File: src/rtl/flr_pkg.sv
package flr_pkg;
  localparam int CTL_W   = 16;
  localparam int FLR_BIT = 15;

  typedef enum logic [1:0] {
    FN_IDLE   = 2'd0,
    FN_ACTIVE = 2'd1,
    FN_WAIT   = 2'd2
  } fn_state_e;
endpackage

File: src/rtl/flr_fn_unit.sv
module flr_fn_unit
  import flr_pkg::*;
#(
  parameter logic [CTL_W-1:0] RESET_VAL = 16'h2010,
  parameter logic [CTL_W-1:0] WR_MASK   = 16'h7FFF,
  parameter logic [CTL_W-1:0] STICKY    = 16'h0F00
) (
  input  logic             clk,
  input  logic             rst_n,
  input  logic             wr_hit,
  input  logic [CTL_W-1:0] wr_data,
  input  logic [1:0]       wr_be,
  input  logic             done,
  output logic [CTL_W-1:0] ctl,
  output logic             active
);
  localparam logic [CTL_W-1:0] FLR_ONE = CTL_W'(1) << FLR_BIT;

  fn_state_e        state;
  logic             trig;
  logic [CTL_W-1:0] lane_mask;
  logic [CTL_W-1:0] merged;
  logic [CTL_W-1:0] cleared;

  always_comb begin
    trig      = wr_hit && wr_be[1] && wr_data[FLR_BIT];
    lane_mask = {{8{wr_be[1]}}, {8{wr_be[0]}}} & WR_MASK & ~FLR_ONE;
    merged    = (ctl & ~lane_mask) | (wr_data & lane_mask);
    cleared   = (ctl & STICKY) | (RESET_VAL & ~STICKY);
  end

  always_ff @(posedge clk) begin
    if (!rst_n) begin
      state <= FN_IDLE;
      ctl   <= RESET_VAL & ~FLR_ONE;
    end else begin
      case (state)
        FN_IDLE:   if (trig) state <= FN_ACTIVE;
        FN_ACTIVE: if (done) state <= FN_WAIT;
        default:   state <= FN_IDLE;
      endcase
      if (trig && state == FN_IDLE) ctl <= cleared & ~FLR_ONE;
      else if (wr_hit)              ctl <= merged;
    end
  end

  assign active = (state != FN_IDLE);
endmodule

File: src/rtl/flr_req_tracker.sv
module flr_req_tracker #(
  parameter int NUM_FN = 4,
  parameter int FN_W   = 2,
  parameter int CNT_W  = 3,
  parameter int DATA_W = 8
) (
  input  logic              clk,
  input  logic              rst_n,
  input  logic [NUM_FN-1:0] active,
  input  logic              req_valid,
  output logic              req_ready,
  input  logic [FN_W-1:0]   req_fn,
  input  logic              cpl_in_valid,
  output logic              cpl_in_ready,
  input  logic [FN_W-1:0]   cpl_in_fn,
  input  logic [DATA_W-1:0] cpl_in_data,
  output logic              cpl_out_valid,
  input  logic              cpl_out_ready,
  output logic [FN_W-1:0]   cpl_out_fn,
  output logic [DATA_W-1:0] cpl_out_data,
  input  logic [FN_W-1:0]   sel_fn,
  output logic [CNT_W-1:0]  sel_cnt
);
  localparam logic [CNT_W-1:0] CNT_MAX = {CNT_W{1'b1}};

  logic [CNT_W-1:0] cnt [NUM_FN];
  logic             req_ok, cpl_ok, cpl_blocked;

  always_comb begin
    req_ok       = (32'(req_fn) < NUM_FN);
    cpl_ok       = (32'(cpl_in_fn) < NUM_FN);
    req_ready    = req_ok && !active[req_fn] && (cnt[req_fn] != CNT_MAX);
    cpl_blocked  = cpl_ok && active[cpl_in_fn];
    cpl_out_valid = cpl_in_valid && !cpl_blocked;
    cpl_in_ready  = cpl_blocked ? 1'b1 : cpl_out_ready;
    cpl_out_fn    = cpl_in_fn;
    cpl_out_data  = cpl_in_data;
    sel_cnt       = (32'(sel_fn) < NUM_FN) ? cnt[sel_fn] : '0;
  end

  for (genvar i = 0; i < NUM_FN; i++) begin : g_cnt
    logic inc, dec;
    always_comb begin
      inc = req_valid && req_ready && (32'(req_fn) == i);
      dec = cpl_in_valid && cpl_in_ready && (32'(cpl_in_fn) == i) && (cnt[i] != '0);
    end
    always_ff @(posedge clk) begin
      if (!rst_n || active[i]) cnt[i] <= '0;
      else if (inc && !dec)    cnt[i] <= cnt[i] + CNT_W'(1);
      else if (dec && !inc)    cnt[i] <= cnt[i] - CNT_W'(1);
    end
  end
endmodule

File: src/rtl/flr_ctrl.sv
module flr_ctrl
  import flr_pkg::*;
#(
  parameter int NUM_FN = 4,
  parameter int ADDR_W = 8,
  parameter int CNT_W  = 3,
  parameter int DATA_W = 8,
  parameter logic [ADDR_W-1:0] CTL_ADDR  = 8'h08,
  parameter logic [CTL_W-1:0]  RESET_VAL = 16'h2010,
  parameter logic [CTL_W-1:0]  WR_MASK   = 16'h7FFF,
  parameter logic [CTL_W-1:0]  STICKY    = 16'h0F00,
  localparam int FN_W = (NUM_FN > 1) ? $clog2(NUM_FN) : 1
) (
  input  logic              clk,
  input  logic              rst_n,
  input  logic              cfg_wr_en,
  input  logic [FN_W-1:0]   cfg_wr_fn,
  input  logic [ADDR_W-1:0] cfg_wr_addr,
  input  logic [CTL_W-1:0]  cfg_wr_data,
  input  logic [1:0]        cfg_wr_be,
  input  logic [FN_W-1:0]   cfg_rd_fn,
  output logic [CTL_W-1:0]  cfg_rd_data,
  output logic [CNT_W-1:0]  pend_cnt,
  output logic [NUM_FN-1:0] flr_active,
  input  logic [NUM_FN-1:0] flr_done,
  output logic [NUM_FN-1:0] fn_enabled,
  input  logic              req_valid,
  output logic              req_ready,
  input  logic [FN_W-1:0]   req_fn,
  input  logic              cpl_in_valid,
  output logic              cpl_in_ready,
  input  logic [FN_W-1:0]   cpl_in_fn,
  input  logic [DATA_W-1:0] cpl_in_data,
  output logic              cpl_out_valid,
  input  logic              cpl_out_ready,
  output logic [FN_W-1:0]   cpl_out_fn,
  output logic [DATA_W-1:0] cpl_out_data
);
  logic [CTL_W-1:0] ctl [NUM_FN];

  for (genvar i = 0; i < NUM_FN; i++) begin : g_fn
    logic hit;
    assign hit = cfg_wr_en && (cfg_wr_addr == CTL_ADDR) && (32'(cfg_wr_fn) == i);
    flr_fn_unit #(
      .RESET_VAL(RESET_VAL), .WR_MASK(WR_MASK), .STICKY(STICKY)
    ) i_unit (
      .clk(clk), .rst_n(rst_n), .wr_hit(hit), .wr_data(cfg_wr_data),
      .wr_be(cfg_wr_be), .done(flr_done[i]), .ctl(ctl[i]), .active(flr_active[i])
    );
  end

  assign fn_enabled  = ~flr_active;
  assign cfg_rd_data = (32'(cfg_rd_fn) < NUM_FN) ? ctl[cfg_rd_fn] : '0;

  flr_req_tracker #(
    .NUM_FN(NUM_FN), .FN_W(FN_W), .CNT_W(CNT_W), .DATA_W(DATA_W)
  ) i_trk (
    .clk(clk), .rst_n(rst_n), .active(flr_active),
    .req_valid(req_valid), .req_ready(req_ready), .req_fn(req_fn),
    .cpl_in_valid(cpl_in_valid), .cpl_in_ready(cpl_in_ready),
    .cpl_in_fn(cpl_in_fn), .cpl_in_data(cpl_in_data),
    .cpl_out_valid(cpl_out_valid), .cpl_out_ready(cpl_out_ready),
    .cpl_out_fn(cpl_out_fn), .cpl_out_data(cpl_out_data),
    .sel_fn(cfg_rd_fn), .sel_cnt(pend_cnt)
  );
endmodule

File: config.mk
export PLATFORM = sky130hd
export DESIGN_NAME = flr_ctrl
export DESIGN_NICKNAME = d
export VERILOG_FILES = /design/src/rtl/flr_pkg.sv /design/src/rtl/flr_fn_unit.sv /design/src/rtl/flr_req_tracker.sv /design/src/rtl/flr_ctrl.sv
export SDC_FILE = /design/constraint.sdc
export NUM_CORES = 1
export LEC_CHECK = 0
export BUFFER_PORTS_ARGS = -buffer_cell sky130_fd_sc_hd__buf_2
export CAP_MARGIN = 20
export CORE_UTILIZATION = 50
export CTS_CLUSTER_SIZE = 28
export DETAILED_ROUTE_END_ITERATION = 12
export PLACE_DENSITY_LB_ADDON = 0.25
export SLEW_MARGIN = 20
export SYNTH_ARGS = -nofsm -noshare
export SYNTH_HDL_FRONTEND = slang
export SYNTH_SLANG_ARGS = --single-unit
export TNS_END_PERCENT = 1
File: constraint.sdc
create_clock -name clk -period 3.4 [get_ports clk]
set_input_delay 0.51 -clock clk [delete_from_list [all_inputs] [get_ports clk]]
set_output_delay 0.51 -clock clk [all_outputs]
set_load 0.02 [all_outputs]
**After elaboration in Yosys (flattened, before gate mapping)**

Memory sizes are Yosys's and may differ from the RTL's.
Index checks and enable logic that the tools add are counted.

- Flip-flop bits (word level): 72
- Latch bits: 0
- RAM bits: 12
- ROM bits: 0
- Input bits: 52
- Word-level logic and storage cells: 219
- Memories: 1

- $add $sub $neg: 8
- Multiply operators: 0
- Divide/modulo/power cells: 0
- Order comparisons: 3
- Equal/unequal tests: 23
- Shifts and indexed selects: 0
- Multiplexer cells: 64
- Bitwise gates (word level): 25
- Reductions and logical operators: 83

Memory list:

| memory | depth | bits a word | rd ports | clocked after Yosys merged registers in | wr ports | RTL line | source |
|---|---|---|---|---|---|---|---|
| i_trk.cnt | 4 | 3 | 6 | 0 | 4 | flr_req_tracker.sv:26 | `logic [CNT_W-1:0] cnt [NUM_FN];` |

Operators by type and width:

| kind | number |
|---|---|
| $and 16x16->16 | 4 |
| $or 16x16->16 | 4 |
| $logic_and 1x1->1 | 41 |
| $mux 1 | 39 |
| $bmux 16 s2 | 1 |
| $mux 16 | 2 |
| $mux 3 | 8 |
| $and 16x15->16 | 1 |
| $mux 2 | 8 |
| $not 15->16 | 1 |
| $pmux 2 s2 | 4 |
| $reduce_and 2->1 | 8 |
| $eq 2x1->1 const B | 7 |
| $logic_not 2->1 | 7 |
| $add 3x1->3 const B | 4 |
| $eq 2x2->1 const B | 6 |
| $reduce_bool 3->1 | 4 |
| $sub 3x1->3 const B | 4 |
| $logic_not 1->1 | 11 |
| $eq 8x4->1 const B | 1 |
| $ne 2x1->1 const B | 4 |
| $ne 2x2->1 const B | 4 |
| $or 1x1->1 | 8 |
| $reduce_bool 2->1 | 4 |
| 9 further kinds | 21 |

**Logic depth before layout (Yosys ltp)**

Gate-level depths: netlist of the first run.

- Depth after elaboration: 14
- Depth in mapped cells: 8
- Gate-level depth less buffers: 7

**Modules after synthesis**

Synthesis of the first run repeated with hierarchy kept, for this count alone.

- Cells, all modules: 472
- Area, all modules: 4,536.9 um2

By module, submodules not included:

| module | instances | cells an instance | area each (um2) | sequential area each (um2) |
|---|---|---|---|---|
| flr_fn_unit | 4 | 76 | 689.4 | 340.3 |
| flr_req_tracker | 1 | 135 | 1,268.7 | 360.3 |
| flr_ctrl | 1 | 33 | 510.5 | 0.0 |

**Worst setup path before layout of the first run**

Ideal clock, no wire load.

- Kind: register to register
- Start: register g_fn[2].i_unit.state[1]
- End: memory i_trk.cnt[2][2], data pin
- Setup time: 148 ps
- Arrival: 2,444 ps
- Path slack: 808 ps
- Cell stages (with the launch flop): 8
- Buffers on the path: 0
- Cells stage by stage: dfxtp_1 > nor2_1 > nand2_1 > or3_1 > fa_1 > xnor2_1 > or3_1 > a21oi_1

RTL lines:

| element | RTL line | source |
|---|---|---|
| from (decl) | flr_fn_unit.sv:19 | `fn_state_e state;` |
| from (signal assigned) | flr_fn_unit.sv:34 | `state <= FN_IDLE;` |
| from (signal assigned) | flr_fn_unit.sv:38 | `FN_IDLE: if (trig) state <= FN_ACTIVE;` |
| from (signal assigned) | flr_fn_unit.sv:39 | `FN_ACTIVE: if (done) state <= FN_WAIT;` |
| to (decl) | flr_req_tracker.sv:26 |  |

==> results of run 1 <==
## final cells by class
| type | count | area share (%) |
|---|---|---|
| Sequential cell | 80 | 35.09 |
| Timing Repair Buffer | 82 | 8.773 |
| Tap cell | 105 | 2.678 |
| Clock buffer | 11 | 2.882 |
| Inverter | 23 | 1.760 |
| Clock inverter | 5 | 0.6121 |
| Multi-Input combinational cell | 324 | 48.20 |
## cell usage in the layout, fill, tap and decap left out, drive strengths merged, types with 5 or more instances in the layout
cell and n:
buf 82, dfxtp 68, nor2 47, nand2 37, a21oi 30, mux2i 30, nand3 25, inv 25
mux4 20, o21ai 20, nor3 15, nor2b 12, edfxtp 12, clkbuf 11, nand4 11, a211o 9
ha 9, or3 7, and2 7, and4 6, nor4b 6, a31oi 5
## power by group through the flow
stage | clock network, uW | logic (uW) | registers [uW]
2_1_floorplan | 0 | 134 | 1000
3_3_place_gp | 0 | 186 | 1010
3_5_place_dp | 0 | 191 | 1010
4_1_cts | 644 | 192 | 985
5_1_grt | 689 | 211 | 988
6_report | 635 | 192 | 986
## cell families after synthesis
group | share of synthesized area (%)
compound gates | 10.78
buf+inv | 7.110
xor+xnor | 0.3983
mux | 17.06
flops | 39.14
other cells | 0.08524
fa+ha+maj | 3.015
simple gates | 22.41
## path summary, 6_finish.rpt
path / from / endpoint / slack (ns)
max: g_fn[2].i_unit.state[1] / i_trk.cnt[2][2] / 0.71
min: cfg_wr_data[4] / register / 0.38
max reg2reg: g_fn[2].i_unit.state[1] / i_trk.cnt[2][2] / 0.71
min reg2reg: register / register / 0.45
## worst max-delay path, stage by stage (launching register included)
cell	delay [ns]
dfxtp_1	0.34
nor2_1	0.52
nand2_1	0.21
or3_1	0.44
fa_1	0.44
xnor2_1	0.14
or3_1	0.31
a21oi_1	0.13
## per-stage QoR
stage	power [uW]	hold WS (ns)	util (%)
2_1_floorplan	1136	0.4215	-
3_3_place_gp	1194	0.4317	56.49
4_1_cts	1821	0.3756	58.53
3_5_place_dp	1198	0.4445	56.49
5_1_grt	1888	0.3738	58.53
6_report	1812	0.3833	58.53
## routing by layer
layer  track usage, %  part of all wire (%)  vias up
met5                0                     0        -
met4            7.836                   1.4        0
met3            5.134                   7.1       11
met2            42.74                    48      142
met1            33.03                    43     1715
li1                 -                     -     1780
==> results.md, run 1 <==
- Post-cts resize count: 0
- Final Worst Setup Slack: 0.7103 ns
- Reg2reg path depth: 7
- Final Critical Period: approximately 2.7 ns
- TritonRoute pass-1 iters: 4
- Total CTS buffers: 9
- Area grow syn2layout: 11.52%
- Die Width: 95.80 um
- Synth cell types: 45
- Antenna violations before repair: 0
- Top post-synthesis cells by area: dfxtp_1 31%, mux4_2 10%, edfxtp_1 8.2%
- Starting Density: between 50 and 60%
- Placed cell count: 614
- Status: finished, final reports clean
- Skew-Pair Late Insertion Delay: roughly 0.35 ns
- Total track usage: between 20 and 30%
- Fin Clk Skew: 0.009437 ns
- Netlist Area Pre-Place: 0.004399 mm^2
- Core Region: 0.008382 mm^2
- WL/cell: ~17 um
- Clock buffer depth: 2
- Final std cells w/o fill: 630
- Synthesized area per cell: 9.440 um^2
- Cell count after synthesis: 466
- Storage cell area: 0.001722 mm^2
- Hold Fails Final Rpt: 0
- Fmax: 0.3718 GHz
- HP Class: in -> reg
- Switching pwr: 485.3 uW
- Buffers added on ports: 74
- Initial DRC Count: 217
- Area of the multi-input gates: 0.002365 mm^2
- Int Pwr: around 1300 uW
- Dominant synthesized flop cell: dfxtp_1
- CP Data Required Time: 3.60 ns
- Sw frac: 26.78%
- Post-synth top area share: 30.94%
- Post-CTS Hold Buffers: 0
- H-tree Lvls: 3
- Pin count of the biggest net entering global routing: 25
- Nets: 582
- P_leak: roughly 0.0021 uW
- TritonCTS clock tree: built
- ANT nets after route: 0
- Worst Max-Slew Pin Slew: between 0.8 and 0.9 ns
- Fin crit share: between 70 and 80%
- Post-CTS setup buffers: 0
- Count leader, synth: dfxtp_1
- Crit path DAT: 2.89 ns
- CTS clk-pin slew, worst paths: 0.08 ns
- # rows: 33
- Sink Count: 80
- I/O pin cnt: 92
- Syn nets: 528
- Final max-slew violation count: 0
- Slew HR: 45.68%
- Flops & latches, synth: 80
- First-pass GRT wire length: 17420 um
- EDFF count, synth: 12
- Clock share of power: 35.0%
- Die area: 0.009178 mm^2
- Vias/cell: 5.790
- Worst setup EP type: register
- Register area share after synthesis: 39.14%
- Flop pwr share: 54.4%
- Gpl congestion: 0.8496
- Via Count: 3648
- Design area: 0.004906 mm^2
- Worst setup SP type: register
- # DRC: 0
- Antenna cells: 0
- Maxcap violations: 0
- Final setup vio count: 0
- Top cells by count, synth: 68 x dfxtp_1, 47 x nor2_1, 37 x nand2_1, 30 x a21oi_1, 30 x mux2i_1
- Peak VDD IR: 329.0 uV
- Comb pwr share: 10.6%
- Vias in the first global route: about 3500
- Placed Area: 0.004735 mm^2
- CP max FO: 10
- Synthesis Warnings: 0
- Total gr overflow: 0
- Post-synth top area cell: dfxtp_1
- Total wire length: 10970 um
- Setup TNS: 0 ns
- Pre-CTS setup slack: 0.6992 ns
- Critical path type: reg -> reg
- Hpwl dp: 8083 um
- WHS Path Cells: 2
- Layout cells sized above 1: 23.62%
- Die Y-Extent: 95.80 um
- RSZ-0062 raised after global routing: false
- Power Density: 369.4 mW/mm^2
- Post-synth ARST share: 0%
- Fillers: 746
- Clock root buffer: clkbuf_8
No activity file was read; power rests on OpenSTA's default activity.
==> inputs of run 2 (changes only) <==
==> constraint.sdc (replaced) <==
create_clock -name clk -period 2.75 [get_ports clk]
set_input_delay 0.4125 -clock clk [delete_from_list [all_inputs] [get_ports clk]]
set_output_delay 0.4125 -clock clk [all_outputs]
set_load 0.02 [all_outputs]
==> results.md, run 2 (synthesis gave the netlist of run 1 again) <==
- Pin count of the biggest net entering global routing: 25 (unchanged)
- TritonCTS clock tree: built (unchanged)
- Post-CTS setup buffers: 0 (unchanged)
- Final Critical Period: 2.565 ns (was 2.690 ns)
- TritonRoute pass-1 iters: 4 (unchanged)
- Final setup vio count: 0 (unchanged)
- Worst Max-Slew Pin Slew: 0.7490 ns (was 0.8132 ns)
- Commonest non-fill, non-tap cell in the layout: buf_2 (unchanged)
- Nets: 587 (was 582)
- Starting Density: 52.49% (unchanged)
- R2R Setup Slk: 0.18 ns (was 0.71 ns)
- Fin crit share: 93.28% (was 79.11%)
- CP max FO: 5 (was 10)
- Worst setup EP type: register (unchanged)
- Hold wc startpoint: cfg_wr_data[4] (unchanged)
- Via Count: 3658 (was 3648)
- Status: finished, final reports clean (unchanged)
- RR Endpoint: i_trk.cnt[2][2] (unchanged)
- Worst Setup SP: g_fn[2].i_unit.state[1] (unchanged)
- Critical path type: reg -> reg (unchanged)
- Total gr overflow: 0 (unchanged)
- Post-cts resize count: 0 (unchanged)
- P_leak: 0.002088 uW (was 0.002058 uW)
- Peak VDD IR: 356.5 uV (was 329.0 uV)
- H-tree Lvls: 3 (unchanged)
- Post-CTS Hold Buffers: 0 (unchanged)
- Skew-Pair Late Insertion Delay: 0.35 ns (about the same)
- WL met3: 635 um (was 784 um)
- Die area: 0.009178 mm^2 (unchanged)
- Die Y-Extent: 95.80 um (unchanged)
- Buffers added on ports: 74 (unchanged)
- Total track usage: 25.32% (was 25.46%)
- CP Data Required Time: 2.94 ns (was 3.60 ns)
- Most frequent cells in the layout: 74 x buf_2, 68 x dfxtp_1, 47 x nor2_1 (unchanged)
- # DRC: 0 (unchanged)
- Final max-slew violation count: 0 (unchanged)
- Source of the worst register-to-register timing path: g_fn[2].i_unit.state[1] (unchanged)
- WHS Path Cells: 2 (unchanged)
- Core Util, Final: 59.28% (was 58.53%)
- Fmax: 0.3898 GHz (was 0.3718 GHz)
- Vias/cell: 5.761 (was 5.790)
- Clock root buffer: clkbuf_8 (unchanged)
- Antenna cells: 0 (unchanged)
- Antenna violations before repair: 0 (unchanged)
- RSZ-0062 raised after global routing: false (unchanged)
- Core Region: 0.008382 mm^2 (unchanged)
- Setup TNS: 0 ns (unchanged)
- I/O pin cnt: 92 (unchanged)
- Hpwl dp: 8133 um (was 8083 um)
- Sink Count: 80 (unchanged)
- Maxcap violations: 0 (unchanged)
- ANT nets after route: 0 (unchanged)
- Slew HR: 49.88% (was 45.68%)
- HP Class: in -> reg (unchanged)
- Area grow syn2layout: 12.94% (was 11.52%)
- Power Density: 466.7 mW/mm^2 (was 369.4 mW/mm^2)
- Hold Fails Final Rpt: 0 (unchanged)
- Crit path DAT: 2.76 ns (was 2.89 ns)
- Reg2reg path depth: 7 (unchanged)
- Gpl congestion: 0.8450 (was 0.8496)
- PnR Total Power: 2319 uW (was 1812 uW)
- Clock buffer depth: 2 (unchanged)
- First-pass GRT wire length: 17450 um (was 17420 um)
- Met1 WL: 4828 um (was 4715 um)
- Max layer used: met4 (unchanged)
- # rows: 33 (unchanged)
- Total wire length: 10880 um (was 10970 um)
- Fin Clk Skew: 0.01057 ns (was 0.009437 ns)
- Layout cells sized above 1: 24.34% (was 23.62%)
- Met2 WL post-DR: 5188 um (was 5320 um)
- Vias in the first global route: 3565 (was 3453)
- WL/cell: 17.14 um (was 17.41 um)
- Initial DRC Count: 249 (was 217)
- Die Width: 95.80 um (unchanged)
- Total CTS buffers: 9 (unchanged)
- Worst setup SP type: register (unchanged)
- CTS clk-pin slew, worst paths: 0.08 ns (about the same)
run 2: cell type report:
cell class	count	area, um^2
Sequential cell	80	1722
Tap cell	105	131.4
Clock inverter	6	68.82
Timing Repair Buffer	87	467.9
Fill cell	752	3413
Inverter	23	86.33
Clock buffer	10	127.6
Multi-Input combinational cell	324	2365
run 2: worst max path at each step:
stage,end,slack [ns],depth (start not counted)
2_1_floorplan,i_trk.cnt[2][2],0.16,7
3_3_place_gp,i_trk.cnt[2][2],0.23,8
3_5_place_dp,i_trk.cnt[2][2],0.16,8
4_1_cts,i_trk.cnt[2][2],0.21,7
5_1_grt,i_trk.cnt[2][2],0.03,7
6_report,i_trk.cnt[2][2],0.18,7
run 2: worst max-delay path: stages (launching register included):
cell and delay (ns):
dfxtp_1 0.38, nor2_1 0.13, a2111o_1 0.49, or3_1 0.36, fa_1 0.44, xnor2_1 0.16
or3_1 0.32, a21oi_1 0.15
run 2: report_power, final:
group	leakage (uW)	internal [uW]	switching, uW
sequential	0.000674	1200	18.7
clock	0.0000968	425	434
combinational	0.00132	93.4	149
run 2: per-stage QoR:
| stage | setup WS, ns | instances | hold WS (ns) | instance area (um^2) |
|---|---|---|---|---|
| floorplan | 0.1579 | 466 | 0.4215 | 4399 |
| global placement | 0.2339 | 619 | 0.4358 | 4772 |
| detailed placement | 0.1571 | 619 | 0.4426 | 4772 |
| CTS | 0.2086 | 635 | 0.2706 | 4969 |
| global route | 0.02987 | 635 | 0.2711 | 4969 |
| finish | 0.1848 | 635 | 0.2871 | 4969 |
run 2: routing by layer:
metal | up-vias | GRT usage, %
met3 | 24 | 4.028
li1 | 1798 | -
met2 | 124 | 41.96
met5 | - | 0
met4 | 0 | 11.44
met1 | 1712 | 32.50
